[config.mk]
export PLATFORM = sky130hd
export DESIGN_NAME = cpu_clkgen
export DESIGN_NICKNAME = d
export VERILOG_FILES = /design/src/rtl/clkgen_pkg.sv /design/src/rtl/clkgen_standby.sv /design/src/rtl/clkgen_cycle.sv /design/src/rtl/clkgen_prescale.sv /design/src/rtl/cpu_clkgen.sv
export SDC_FILE = /design/constraint.sdc
export NUM_CORES = 1
export LEC_CHECK = 0
export BUFFER_PORTS_ARGS = -buffer_cell sky130_fd_sc_hd__buf_2
export CAP_MARGIN = 0
export CORE_MARGIN = 2
export CORE_UTILIZATION = 30
export DETAILED_ROUTE_END_ITERATION = 10
export PLACE_DENSITY = 0.46
export SLEW_MARGIN = 25
export SYNTH_ARGS = -nofsm -noshare
export SYNTH_HDL_FRONTEND = slang
export SYNTH_HIERARCHICAL = 1
export SYNTH_SLANG_ARGS = --single-unit
[constraint.sdc]
create_clock -name clk -period 2.68 [get_ports clk]
set_clock_uncertainty 0.1 [all_clocks]
set_input_delay 0.268 -clock clk [delete_from_list [all_inputs] [get_ports clk]]
set_output_delay 0.268 -clock clk [all_outputs]
set_load 0.02 [all_outputs]
[src/rtl/clkgen_pkg.sv]
package clkgen_pkg;

    localparam int unsigned CTRL_W       = 4;
    localparam int unsigned PHASES       = 4;
    localparam int unsigned PREDIV_SLOW  = 16;
    localparam int unsigned PREDIV_MID   = 2;
    localparam int unsigned PREDIV_FAST  = 1;
    localparam int unsigned LEN_MAX      = PHASES * PREDIV_SLOW;
    localparam int unsigned LEN_W        = $clog2(LEN_MAX + 1);

    typedef enum logic [1:0] {
        ST_RUN  = 2'd0,
        ST_HALT = 2'd1,
        ST_STOP = 2'd2,
        ST_WAIT = 2'd3
    } sb_state_e;

    typedef struct packed {
        logic             use_sub;
        logic [LEN_W-1:0] len;
    } cyc_cfg_t;

    function automatic logic [LEN_W-1:0] main_len(input logic [1:0] rate);
        case (rate)
            2'b11:   main_len = LEN_W'(PHASES * PREDIV_FAST);
            2'b10:   main_len = LEN_W'(PHASES * PREDIV_MID);
            default: main_len = LEN_W'(PHASES * PREDIV_SLOW);
        endcase
    endfunction

    function automatic cyc_cfg_t pick_cfg(input logic use_sub, input logic [1:0] rate);
        cyc_cfg_t c;
        c.use_sub = use_sub;
        c.len     = use_sub ? LEN_W'(PHASES) : main_len(rate);
        return c;
    endfunction

endpackage

[src/rtl/clkgen_standby.sv]
module clkgen_standby
    import clkgen_pkg::*;
(
    input  logic              clk,
    input  logic              rst,
    input  logic              rate_we,
    input  logic [CTRL_W-1:0] rate_wdata,
    input  logic              sys_we,
    input  logic [CTRL_W-1:0] sys_wdata,
    input  logic              halt_req,
    input  logic              stop_req,
    input  logic              irq_release,
    input  logic              wait_release,
    output sb_state_e         state_o,
    output logic [CTRL_W-1:0] rate_o,
    output logic [CTRL_W-1:0] sys_o
);

    sb_state_e         state_q, state_d;
    logic [CTRL_W-1:0] rate_q, rate_d, sys_q, sys_d;
    logic              entering;

    always_comb begin
        state_d = state_q;
        unique case (state_q)
            ST_RUN: begin
                if (stop_req)      state_d = ST_STOP;
                else if (halt_req) state_d = ST_HALT;
            end
            ST_HALT: if (irq_release)  state_d = ST_RUN;
            ST_STOP: if (irq_release)  state_d = ST_WAIT;
            ST_WAIT: if (wait_release) state_d = ST_RUN;
            default: state_d = ST_RUN;
        endcase
    end

    assign entering = (state_q == ST_RUN) && (stop_req || halt_req);

    always_comb begin
        rate_d = rate_we ? rate_wdata : rate_q;
        if (entering) rate_d[3:2] = 2'b00;
        sys_d  = sys_we ? sys_wdata : sys_q;
    end

    always_ff @(posedge clk) begin
        if (rst) begin
            state_q <= ST_RUN;
            rate_q  <= '0;
            sys_q   <= '0;
        end else begin
            state_q <= state_d;
            rate_q  <= rate_d;
            sys_q   <= sys_d;
        end
    end

    assign state_o = state_q;
    assign rate_o  = rate_q;
    assign sys_o   = sys_q;


    mode_clear_chk: assert property (@(posedge clk) disable iff (rst)
        (state_q == ST_RUN && (halt_req || stop_req)) |=> (rate_q[3:2] == 2'b00));


    stop_wins_chk: assert property (@(posedge clk) disable iff (rst)
        (state_q == ST_RUN && stop_req) |=> (state_q == ST_STOP));


    wait_hold_chk: assert property (@(posedge clk) disable iff (rst)
        (state_q == ST_WAIT && !wait_release) |=> (state_q == ST_WAIT));


    stop_hold_chk: assert property (@(posedge clk) disable iff (rst)
        (state_q == ST_STOP && !irq_release) |=> (state_q == ST_STOP));

endmodule

[src/rtl/clkgen_cycle.sv]
module clkgen_cycle
    import clkgen_pkg::*;
(
    input  logic     clk,
    input  logic     rst,
    input  logic     run_i,
    input  cyc_cfg_t cfg_req_i,
    input  logic     main_tick_i,
    input  logic     sub_tick_i,
    output logic     mcyc_o
);

    cyc_cfg_t         cfg_q;
    logic [LEN_W-1:0] cnt_q;
    logic             src_tick;
    logic             last_phase;

    assign src_tick   = cfg_q.use_sub ? sub_tick_i : main_tick_i;
    assign last_phase = (cnt_q == LEN_W'(cfg_q.len - 1'b1));

    always_ff @(posedge clk) begin
        if (rst) begin
            cfg_q  <= pick_cfg(1'b0, 2'b00);
            cnt_q  <= '0;
            mcyc_o <= 1'b0;
        end else if (!run_i) begin
            cfg_q  <= cfg_req_i;
            cnt_q  <= '0;
            mcyc_o <= 1'b0;
        end else if (src_tick) begin
            if (last_phase) begin
                cfg_q  <= cfg_req_i;
                cnt_q  <= '0;
                mcyc_o <= 1'b1;
            end else begin
                cnt_q  <= cnt_q + 1'b1;
                mcyc_o <= 1'b0;
            end
        end else begin
            mcyc_o <= 1'b0;
        end
    end


    standby_quiet_chk: assert property (@(posedge clk) disable iff (rst)
        !run_i |=> !mcyc_o);


    pulse_width_chk: assert property (@(posedge clk) disable iff (rst)
        mcyc_o |=> !mcyc_o);


    cfg_hold_chk: assert property (@(posedge clk) disable iff (rst)
        (run_i && !(src_tick && last_phase)) |=> $stable(cfg_q));

endmodule

[src/rtl/clkgen_prescale.sv]
module clkgen_prescale #(
    parameter int unsigned PERIPH_LOG2 = 3
) (
    input  logic clk,
    input  logic rst,
    input  logic tick_i,
    output logic ptick_o
);

    logic [PERIPH_LOG2-1:0] cnt_q;

    always_ff @(posedge clk) begin
        if (rst) begin
            cnt_q   <= '0;
            ptick_o <= 1'b0;
        end else begin
            ptick_o <= tick_i && (&cnt_q);
            if (tick_i) cnt_q <= cnt_q + 1'b1;
        end
    end


    no_idle_tick_chk: assert property (@(posedge clk) disable iff (rst)
        !tick_i |=> !ptick_o);


    frozen_count_chk: assert property (@(posedge clk) disable iff (rst)
        !tick_i |=> $stable(cnt_q));

endmodule

[src/rtl/cpu_clkgen.sv]
module cpu_clkgen
    import clkgen_pkg::*;
#(
    parameter int unsigned PERIPH_LOG2 = 3
) (
    input  logic              clk,
    input  logic              rst,
    input  logic              main_tick,
    input  logic              sub_tick,
    input  logic              rate_we,
    input  logic [CTRL_W-1:0] rate_wdata,
    input  logic              sys_we,
    input  logic [CTRL_W-1:0] sys_wdata,
    input  logic              halt_req,
    input  logic              stop_req,
    input  logic              irq_release,
    input  logic              wait_release,
    output logic              mcyc_en,
    output logic              main_osc_en,
    output logic              periph_tick,
    output logic [CTRL_W-1:0] rate_word,
    output logic [CTRL_W-1:0] sys_word
);

    sb_state_e         state;
    logic [CTRL_W-1:0] rate_q, sys_q;
    logic              main_eff;
    cyc_cfg_t          cfg_req;

    clkgen_standby u_standby (
        .clk          (clk),
        .rst          (rst),
        .rate_we      (rate_we),
        .rate_wdata   (rate_wdata),
        .sys_we       (sys_we),
        .sys_wdata    (sys_wdata),
        .halt_req     (halt_req),
        .stop_req     (stop_req),
        .irq_release  (irq_release),
        .wait_release (wait_release),
        .state_o      (state),
        .rate_o       (rate_q),
        .sys_o        (sys_q)
    );

    assign main_osc_en = !sys_q[3] && (state != ST_STOP);
    assign main_eff    = main_tick && main_osc_en;
    assign cfg_req     = pick_cfg(sys_q[0], rate_q[1:0]);

    clkgen_cycle u_cycle (
        .clk         (clk),
        .rst         (rst),
        .run_i       (state == ST_RUN),
        .cfg_req_i   (cfg_req),
        .main_tick_i (main_eff),
        .sub_tick_i  (sub_tick),
        .mcyc_o      (mcyc_en)
    );

    clkgen_prescale #(.PERIPH_LOG2(PERIPH_LOG2)) u_prescale (
        .clk     (clk),
        .rst     (rst),
        .tick_i  (main_eff),
        .ptick_o (periph_tick)
    );

    assign rate_word = rate_q;
    assign sys_word  = sys_q;


    osc_return_chk: assert property (@(posedge clk) disable iff (rst)
        (state == ST_STOP && irq_release && !sys_q[3] && !sys_we) |=> main_osc_en);

endmodule

# == After elaboration in Yosys (flattened, before gate mapping) ==
# Cells that the tools add are included.
# totals
ff_bits,30
# op_classes
n_eq_ne,13
reduce_logical,13
addsub,3
mux,14
n_bitwise,2
# ops
cell,count
8-bit two-way mux,3
7-bit two-way mux,2
7-bit case mux with 2 select lines,1
"2-bit inequality test, second input constant",6
2-bit two-way mux,5
"2-bit == test, second input constant",4
2-bit case mux with 4 select lines,1
"7-bit by 1-bit adder with 7-bit output, second input constant",1
7-bit == test,1
"7-bit by 1-bit subtractor with 7-bit output, second input constant",1
1-bit logical AND,4
4-bit AND reduction,1
2-bit OR reduction,2
"3-bit by 1-bit adder with 3-bit output, second input constant",1
"3-bit inequality test, second input constant",1
3-bit AND reduction,1
3-bit OR reduction,1
"2-bit by 1-bit == test with 1-bit output, second input constant",1
2-bit zero test,1
1-bit two-way mux,2
1-bit inverter,2
2-bit AND reduction,1
1-bit zero test,1
1-bit logical OR,1

# == Longest topological paths before layout ==
# logic_depth
ltp_word,6
depth_mapped,7
depth_no_buf,7

# == Hierarchy ==
# The synthesis kept the hierarchy.
# modules_own_cells
mod,n_inst,area_each_um2,cells_each
clkgen_cycle,1,933.4,104
clkgen_standby,1,400.4,38
clkgen_prescale,1,152.6,14
cpu_clkgen,1,56.3,8

# == Worst setup path after synthesis ==
# Ideal clock, no wire load.
# synth_timing
path_kind,register to register
start,register u_standby.state_q[0] (netlist: u_standby/state_o[0])
end,register u_cycle/cfg_q[0] in the netlist's numbering
path_buffers,0
stages_incl_launch_ff,8
arrival_ns,1.885
setup_slack_ns,0.562
setup_ns,0.133
synth_period_minus_slack_ns,2.118
t_required_ns,2.447
path_cell_list,dfxtp_1 > nor2b_4 > nor3b_2 > mux2_2 > nand3_1 > a211oi_2 > o221ai_4 > mux2i_1
# synth_via
elab_chain_len,6
elab_cells_between_ends,9
# synth_rtl
element,line_no,rtl
"start, declared",clkgen_standby.sv:19,"sb_state_e state_q, state_d;"
"start signal, assigned",clkgen_standby.sv:51,state_q <= state_d;
2-bit inequality test,cpu_clkgen.sv:46,assign main_osc_en = !sys_q[3] && (state != ST_STOP);
1-bit logical AND,cpu_clkgen.sv:46,
1-bit logical AND,cpu_clkgen.sv:47,assign main_eff = main_tick && main_osc_en;
net main_eff,cpu_clkgen.sv:27,logic main_eff;
1-bit two-way mux,clkgen_cycle.sv:18,assign src_tick = cfg_q.use_sub ? sub_tick_i : main_tick_i;
2-bit inequality test (no line),n/a,
2-bit AND reduction (no line),n/a,
"end signal, assigned",clkgen_cycle.sv:23,"cfg_q <= pick_cfg(1'b0, 2'b00);"
"end signal, assigned",clkgen_cycle.sv:27,cfg_q <= cfg_req_i;
"end signal, assigned",clkgen_cycle.sv:32,cfg_q <= cfg_req_i;
"end, declared",clkgen_cycle.sv:13,cyc_cfg_t cfg_q;
# The timed path passes the listed nets, and every way through them passes these cells.
# A chain may end at the register's enable or synchronous reset.

# == Worst setup path after layout ==
# layout_timing
start,register u_standby.state_q[1] (netlist: u_standby/state_o[1])
end,register u_cycle.cnt_q[1]
# layout_via
elab_chain_len,4
elab_cells_between_ends,7
# layout_rtl
element,line_no,rtl
2-bit inequality test,cpu_clkgen.sv:46,
1-bit logical AND,cpu_clkgen.sv:46,
1-bit logical AND,cpu_clkgen.sv:47,
net main_eff,cpu_clkgen.sv:27,
1-bit two-way mux,clkgen_cycle.sv:18,
"end signal, assigned",clkgen_cycle.sv:36,cnt_q <= cnt_q + 1'b1;
"end, declared",clkgen_cycle.sv:14,logic [LEN_W-1:0] cnt_q;
# The timed path passes the listed nets, and every way through them passes these cells.

==> results.md <==
* Initial antenna violation count at 0
* Initial Util at 0.306
* Congestion Overflow GR at 0
* Final hold violation count at 0
* Ant diodes at 0
* Multi-input logic area at 922 µm²
* Most frequent cells in the layout: dfxtp_1, buf_2, nor2_1
* Row Count at 26
* Clk Latency, worst-skew pair at between 200 and 300 ps
* Core area at 5040 µm²
* Worst path cell trace: nor2b_4 > nor3b_2 > mux2_2 > nand3_1 > a211oi_2 > a41o_1 > nor2_1
* Reg area at roughly 600 µm²
* Sequential area share after synthesis at 0.389
* Placed Cells incl. Taps at 262
* GRT Resource Usage Total at 0.122
* Mapped cell area at 1540 µm²
* Final Non-Filler Cells at 270
* Startpoint type of the worst setup path: flip-flop
* I/O Buffers at 28
* H-Tree Depth at 2
* Max frequency at approximately 470 MHz
* Fin crit share at 0.798
* Unrepaired setup endpoints after global routing: false
* CP max-delay cell: dfxtp_1
* Commonest non-fill, non-tap cell in the layout: dfxtp_1
* Detailed Route WL at 3060 µm
* CP endpoint kind: flip-flop
* Syn_area_per_cell at 9.41 µm²
* Leakage at slightly below 0.9 nW
* Worst Path Required at ~2700 ps
* Critical path arrival at 2200 ps
* CTS tree: yes
* Ys async rst share at 0
* Ratio of cells with drive above 1 in the final layout at 0.230
* Final ANT Viol Nets at 0
* Setup Crit Path Kind: flip-flop to flip-flop
* Synth Register Bits at 30
* Mean number of vias per cell at 4.37
* Post-synth EDFFs at 0
* Hpwl dp at about 2300 µm
* Clock transition at path regs at 70 ps
* NumNets Final at roughly 220
* Setup violations, final at 0
* Setup Fix Bufs, Post-CTS at 0
* Max clock buf depth at 2
* Max capacitance violation total at 0
* Area share of the largest cell type after synthesis at 0.389
* Largest net degree at the start of global routing at 32
* First-pass GRT wire length at 5110 µm
* CTS hold repair buffers at 0
* Full die area at 5730 µm²
* Gate Count Post-Synth at 164
* 1st-pass router iterations at 3
* CTS root buf: clkbuf_8
* CTS Sinks at 30
* RePlAce Congestion at between 0.8 and 0.9
* Power density over the cells at 680 nW/µm²
* Total vias in the final route at 1179
* Synth warn at 6
* Primary FF master, synth: dfxtp_1
* Post-layout min period at roughly 2100 ps
* Final instance area at 1920 µm²
* Total power at between 0.001 and 0.0015 W
* Post-DP Area at 1770 µm²
* # fillers at between 500 and 600
* Initial DRC Count at 32
* Area Overhead vs Synth at 24.2%
* Die Height at 75.7 µm
* Slowest cell delay on critical path at 380 ps
* Vias in the first global route at about 1100
* Max-slew violations at 0
* Synth top area cells: dfxtp_1, mux2i_1, nor2_1
* Setup TNS at 0 ps
* Resized cells post-CTS at 0
* I/O pin count at 29
* Status: finished clean
* Post-route DRC violation count at 0
* Peak supply drop at 0.323 mV
* Unique masters post-synth at 39
* CTS Buf Count at 5
* Area leader, netlist: dfxtp_1
* Worst min path class: input pin to flip-flop
* Crit Path Max Fanout at 8
* Drt wl/cell at 11.3 µm
* DIE WIDTH at roughly 76 µm
[per-layer routing]
layer,up-vias,GRT usage,share of wire
li1,632,-,-
met1,529,0.154,0.49
met2,12,0.189,0.46
met3,6,0.0357,0.032
met4,0,0.0585,0.019
met5,-,0,0
[area by class of cell]
cell class	instances	share of cell area
sequential	30	0.314
inverter	4	0.00784
clock inverter	2	0.0314
multi-input combinational	129	0.481
tap	70	0.0457
clock buffer	6	0.0431
timing repair buffer	29	0.0771
[state kept, by name, summed over array words and instances (netlist names)]
name                flops
u_prescale/ptick_o      1
u_standby/state_o       2
u_prescale/cnt_q        3
u_cycle/cnt_q           7
u_cycle/mcyc_o          1
u_cycle/cfg_q           8
u_standby/sys_o         4
u_standby/rate_o        4
[synth_stat cells (2+ instances only)]
cell type  count
nand4_1        3
and3_1         2
clkbuf_1       3
nor3_1         2
xor2_1        10
inv_1          4
dfxtp_1       30
nand2_1        6
nor2_1        26
mux2_2         2
o21ai_1        2
nor2b_1        2
a211oi_1       2
ha_1           4
a21oi_1        3
mux2i_1       19
nand3_1        4
xnor2_1        4
nand2b_1      14
or2b_1         3
[critical path: cells and delay by family, from the launching register on]
family             cells  cell delay (ps)
muxes                  1              280
and+or+nand+nor        4              530
AOI/OAI and AO/OA      2              730
DFF                    1              380
[power by group]
group / internal (W) / switching [W]
Combinational: 0.000109 / 0.000123
Sequential: 0.000472 / 0.0000280
Clock: 0.000397 / 0.000175
[metrics by stage]
step / util / setup WS (ps) / hold slack (ps)
2_1_floorplan: - / 562 / 240
6_report: 0.380 / 540 / 120
3_5_place_dp: 0.352 / 496 / 388
3_3_place_gp: 0.352 / 601 / 373
4_1_cts: 0.380 / 473 / 111
5_1_grt: 0.380 / 291 / 116
[kinds of logic after synthesis]
group,count (synthesis),share of synthesized area
flops,30,0.389
compound gates,15,0.0884
fa+ha+maj,4,0.0324
simple gates,71,0.250
mux,21,0.138
other cells,1,0.00243
xor+xnor,14,0.0795
buf+inv,8,0.0203
[final timing paths]
kind                                 endpoint  slack [ps]                               from  cells after the start
max             u_cycle/cnt_q[1]$_SDFFE_PP0P_         540  u_standby/state_o[1]$_SDFFE_PP0P_                      7
min          u_standby/rate_o[1]$_SDFFE_PP0P_         120                      rate_wdata[1]                      3
max reg2reg     u_cycle/cnt_q[1]$_SDFFE_PP0P_         540  u_standby/state_o[1]$_SDFFE_PP0P_                      7
min reg2reg   u_standby/sys_o[2]$_SDFFE_PP0P_         400    u_standby/sys_o[2]$_SDFFE_PP0P_                      2
Note: power is estimated with default switching activity, not from simulation.
